<file path="config.mk">
export PLATFORM = sky130hd
export DESIGN_NAME = bus_req_gate
export DESIGN_NICKNAME = d
export VERILOG_FILES = /design/src/rtl/brg_pkg.sv /design/src/rtl/brg_id_capture.sv /design/src/rtl/brg_stall_phase.sv /design/src/rtl/brg_issue_gate.sv /design/src/rtl/bus_req_gate.sv
export SDC_FILE = /design/constraint.sdc
export NUM_CORES = 1
export LEC_CHECK = 0
export ABC_AREA = 1
export CAP_MARGIN = 20
export CORE_AREA = 5 5 42 44
export CTS_CLUSTER_DIAMETER = 150
export CTS_CLUSTER_SIZE = 16
export DETAILED_ROUTE_END_ITERATION = 10
export DIE_AREA = 0 0 47 49
export PLACE_DENSITY = 0.68
export SETUP_SLACK_MARGIN = 0.1
export SLEW_MARGIN = 20
export SYNTH_ARGS = -nofsm -noshare
export SYNTH_HDL_FRONTEND = slang
export SYNTH_SLANG_ARGS = --single-unit
</file>
<file path="constraint.sdc">
create_clock -name clk -period 0.9 [get_ports clk]
set_input_delay 0.18 -clock clk [delete_from_list [all_inputs] [get_ports clk]]
set_output_delay 0.18 -clock clk [all_outputs]
set_load 0.02 [all_outputs]
</file>
<file path="src/rtl/brg_pkg.sv">
package brg_pkg;

  typedef enum logic {
    PH_DRIVE  = 1'b0,
    PH_SAMPLE = 1'b1
  } phase_e;

  // Grant rule: pending, known identity, no stall seen, and either no
  // priority override or an ongoing locked sequence.
  function automatic logic grant_allowed(
    input logic pending,
    input logic id_ok,
    input logic stall_seen,
    input logic prio_n,
    input logic locked
  );
    return pending & id_ok & ~stall_seen & (prio_n | locked);
  endfunction

endpackage

</file>
<file path="src/rtl/brg_id_capture.sv">
module brg_id_capture #(
  parameter int unsigned NUM_PINS = 4,
  localparam int unsigned IDW = $clog2(NUM_PINS),
  localparam int unsigned CNTW = $clog2(NUM_PINS + 1)
) (
  input  logic                clk,
  input  logic                rst_n,
  input  logic [NUM_PINS-1:0] pins_n,
  output logic [IDW-1:0]      id,
  output logic                valid,
  output logic                error,
  output logic                captured
);

  logic [CNTW-1:0] low_cnt;
  logic [IDW-1:0]  low_idx;

  always_comb begin
    low_cnt = '0;
    low_idx = '0;
    for (int i = 0; i < NUM_PINS; i++) begin
      if (!pins_n[i]) begin
        low_cnt = low_cnt + 1'b1;
        low_idx = IDW'(i);
      end
    end
  end

  always_ff @(posedge clk or negedge rst_n) begin
    if (!rst_n) begin
      captured <= 1'b0;
      id       <= '0;
      valid    <= 1'b0;
      error    <= 1'b0;
    end else if (!captured) begin
      captured <= 1'b1;
      valid    <= (low_cnt == CNTW'(1));
      error    <= (low_cnt != CNTW'(1));
      id       <= (low_cnt == CNTW'(1)) ? low_idx : '0;
    end
  end

endmodule

</file>
<file path="src/rtl/brg_stall_phase.sv">
module brg_stall_phase
  import brg_pkg::*;
(
  input  logic   clk,
  input  logic   rst_n,
  input  logic   queue_full,
  input  logic   stall_in_n,
  output logic   drive_en,
  output logic   stall_seen,
  output phase_e phase
);

  always_ff @(posedge clk or negedge rst_n) begin
    if (!rst_n) begin
      phase      <= PH_DRIVE;
      drive_en   <= 1'b0;
      stall_seen <= 1'b0;
    end else begin
      phase <= (phase == PH_DRIVE) ? PH_SAMPLE : PH_DRIVE;
      if (phase == PH_DRIVE) begin
        drive_en <= queue_full;
      end
      if (phase == PH_SAMPLE) begin
        stall_seen <= ~stall_in_n;
      end
    end
  end

endmodule

</file>
<file path="src/rtl/brg_issue_gate.sv">
module brg_issue_gate
  import brg_pkg::*;
(
  input  logic clk,
  input  logic rst_n,
  input  logic req_pending,
  input  logic id_valid,
  input  logic stall_seen,
  input  logic prio_req_n,
  input  logic lock_active,
  output logic grant,
  output logic served
);

  logic allow;

  always_comb begin
    allow = grant_allowed(req_pending, id_valid, stall_seen, prio_req_n, lock_active);
  end

  always_ff @(posedge clk or negedge rst_n) begin
    if (!rst_n) begin
      grant  <= 1'b0;
      served <= 1'b0;
    end else begin
      grant  <= allow & ~served;
      served <= req_pending & (served | allow);
    end
  end

endmodule

</file>
<file path="src/rtl/bus_req_gate.sv">
module bus_req_gate
  import brg_pkg::*;
#(
  parameter int unsigned NUM_PINS = 4,
  localparam int unsigned IDW = $clog2(NUM_PINS)
) (
  input  logic                clk,
  input  logic                rst_n,
  input  logic [NUM_PINS-1:0] req_pins_n,
  input  logic                stall_in_n,
  input  logic                prio_req_n,
  input  logic                lock_active,
  input  logic                req_pending,
  input  logic                queue_full,
  output logic [IDW-1:0]      agent_id,
  output logic                id_valid,
  output logic                id_error,
  output logic                issue_grant,
  output logic                stall_drive_en
);

  phase_e phase_w;
  logic   stall_seen_w;
  logic   served_w;
  logic   captured_w;

  brg_id_capture #(.NUM_PINS(NUM_PINS)) u_id (
    .clk      (clk),
    .rst_n    (rst_n),
    .pins_n   (req_pins_n),
    .id       (agent_id),
    .valid    (id_valid),
    .error    (id_error),
    .captured (captured_w)
  );

  brg_stall_phase u_phase (
    .clk        (clk),
    .rst_n      (rst_n),
    .queue_full (queue_full),
    .stall_in_n (stall_in_n),
    .drive_en   (stall_drive_en),
    .stall_seen (stall_seen_w),
    .phase      (phase_w)
  );

  brg_issue_gate u_gate (
    .clk         (clk),
    .rst_n       (rst_n),
    .req_pending (req_pending),
    .id_valid    (id_valid),
    .stall_seen  (stall_seen_w),
    .prio_req_n  (prio_req_n),
    .lock_active (lock_active),
    .grant       (issue_grant),
    .served      (served_w)
  );

endmodule

</file>
==> flow_metrics.tcl <==
set metrics [dict create \
    h-tree-depth 1 \
    finalClockSkew_ns 0.00521 \
    yosysUniqueCellTypes 16 \
    hpwl_um 882 \
    syn_avg_cell_area_um2 8.18 \
    fillers 118 \
    drc_errors 0 \
    dieArea_mm2 0.00230 \
    irDropWorstVdd_mv 0.992 \
    wl_per_cell_um 9.44 \
    fin_crit_sh 1.36 \
    clkSinkCount 10 \
    fin_nets 109 \
    synth_commonest_cells "20 x nand2_1, 10 x dfrtp_1, 10 x inv_1" \
    r2r-end "u_id.id[0]" \
    rows 14 \
    critPathRequiredTime_ns 1.10 \
    grt_max_degree 11 \
    final_area_um2 890 \
    timing.rr.start "u_id.captured" \
    layout_min_cycle_time_ns 1.22 \
    dr_total_vias 468 \
    synthCells 63 \
    p_switching_uw 350 \
    worst_setup_path_start_kind "primary input" \
    clk_latency_ns 0.26 \
    layout-drive-gt1-share 0.436 \
    synth_edf_count 0 \
    grt_pass1_vias 461 \
    worstSetupPathType "in2reg" \
    synth_top_cells_by_area "dfrtp_1 49%, nand2_1 15%, ha_1 7.3%, inv_1 7.3%, nand3_1 3.9%" \
    totalWireLength_mm 1.04 \
    synth_top_area_cell "dfrtp_1" \
    slowest_stage "ha_4" \
    cts_buffer_depth 2 \
    path_cells "buf_6 > inv_6 > ha_4 > xnor2_4 > ha_2 > nand3b_1 > nand2_2 > nand3_2 > nand2_1" \
    avgViaCountPerCell 4.25 \
    violations "negative setup slack" \
    yosysSeqAreaShare 0.485 \
    maxCapViolCount 0 \
    ys_seq_elements 10 \
    root_buffer "clkbuf_4" \
    finalSetupViolations 10 \
    die_w_um 47 \
    drt_pass1_iterations 3 \
    power.share.sequential 0.393 \
    intPower_uw 950 \
    netlist.area_leader.share 0.485 \
    cts_tree "yes" \
    p_comb_frac 0.304 \
    fin_ws_ns -0.321 \
    placed_cell_area_um2 793 \
    fp.coreArea_mm2 0.00140 \
    arrival_ns 1.42 \
    ctsHoldBuffers 0 \
    ys_async_sr_fraction 1.00 \
    hold_viol 0 \
    r2r_slack_ns 0.02 \
    drt_iter0_drc 4 \
    area_delta_synth_final_pct 72.6 \
    start_util 0.368 \
    holdWs_ns 0.195 \
    final_antenna_net_count 0 \
    swShare 0.269 \
    clock_power_share 0.302 \
    io_pins 17 \
    crit_start "req_pins_n[1]" \
    dp_slack_ns -1.14 \
    antenna_found_initial 0 \
    grt_setup_unrepaired "true" \
    antenna_cells 0 \
    cp_num_buf_inv 2 \
    place_congestion 0.700 \
    grt_use_total 0.112 \
    worst-path-max-fanout 4 \
    path_delay_family "adder cells" \
    outcome "complete, but fails checks" \
    hp-class "in2async" \
    grt-ovfl-total 0 \
    ys.flop_type "dfrtp_1" \
    post-synth-top-count-cell "nand2_1" \
    max_freq_ghz 0.819 \
    reg2regPathDepth 5 \
    cts-buffers-inserted 3 \
    syn_nets 77 \
    power_density_mw_per_mm2 1460 \
    p_leak_nw 0.455 \
    worst_path_largest_cell_delay_ns 0.28 \
    grt_pass1_wl_mm 1.85 \
    place.port_buffers 16 \
    synth_warnings 0 \
    syn_area_um2 515 \
    cts.clk_slew.worst_paths_ns 0.07 \
    slew_viol_final 0 \
    die_h_um 49 \
    worstSetupEndpointType "flip-flop" \
]
## cell usage in the layout, fill, tap and decap left out, types with 2 or more instances in the layout
cell / netlist / routed
nand2_1: 20 / 19
buf_4: 0 / 11
dfrtp_1: 10 / 10
clkdlybuf4s50_1: 0 / 7
buf_6: 0 / 7
inv_1: 10 / 6
inv_2: 1 / 3
nand3_1: 4 / 3
clkbuf_4: 0 / 3
nor2_2: 0 / 2
nor2_1: 5 / 2
nand2_2: 1 / 2
o21ai_0: 2 / 2
nor2_4: 1 / 2
## power groups by stage
stage | registers, mW | clock network, mW | logic, mW
CTS | 0.511 | 0.412 | 0.359
global route | 0.516 | 0.432 | 0.433
global placement | 0.510 | 0 | 0.334
detailed placement | 0.512 | 0 | 0.339
finish | 0.511 | 0.393 | 0.396
floorplan | 0.543 | 0 | 0.131
## worst max path at each step
stage / end / cells past startpoint / slack [ns]
after floorplan: u_id.valid / 11 / -0.41
after global placement: u_id.id[0] / 12 / -1.08
after detailed placement: u_id.id[0] / 12 / -1.14
after CTS: u_id.id[0] / 9 / -0.34
after global routing: u_id.id[0] / 11 / -0.37
final: u_id.id[0] / 9 / -0.32
## worst reg2reg max path, delay by kind of cell, from the launching register on
family / cells / cell delay, ns
simple gates: 4 / 0.35
flops: 1 / 0.38
buf+inv: 1 / 0.09
## logic make-up after synthesis
kind of cell,count (synthesis),share of synthesized area
buffers and inverters,11,0.0801
adder cells (fa/ha/maj),3,0.0728
flip-flops,10,0.485
other,1,0.00727
XOR/XNOR,1,0.0170
AO/OA/AOI/OAI,5,0.0680
AND/OR/NAND/NOR,32,0.269
## routing by layer
layer	vias up	track usage	wire, um
met1	204	0.130	421
met2	8	0.167	555
met4	0	0.0415	6
li1	254	-	-
met3	2	0.0627	55
met5	-	0	0
## repair_timing
action,CTS,global route
setup endpoints to repair,12,12
endpoints found under the hold margin,0,0
setup buffers,1,2
pin swaps,8,10
resized for setup,53,7
## through the flow
stage           util  TNS [ns]  cells  total power, mW
4_1_cts        0.611     -1.76    108             1.28
6_report       0.635     -1.58    110             1.30
3_5_place_dp   0.566     -5.89    103            0.851
2_1_floorplan      -     -1.59     63            0.675
3_3_place_gp   0.566     -5.64    103            0.843
5_1_grt        0.635     -2.02    110             1.38
## registers in the layout, summed over array words and instances, names as in the netlist
| register | count |
|---|---|
| u_phase.stall_seen | 1 |
| u_phase.drive_en | 1 |
| u_id.error | 1 |
| u_phase.phase | 1 |
| u_id.id | 2 |
| u_gate.grant | 1 |
| u_gate.served | 1 |
| u_id.valid | 1 |
| u_id.captured | 1 |
## cell type report
type / instances / area [um2] / share of cell area
clock buffers: 4 / 36.3 / 0.0408
inverters: 11 / 53.8 / 0.0605
multi-input cells: 42 / 278 / 0.312
flip-flops and latches: 10 / 250 / 0.281
well taps: 16 / 20.0 / 0.0225
repair buffers: 27 / 251 / 0.283
Note: power is estimated with default switching activity, not from simulation.
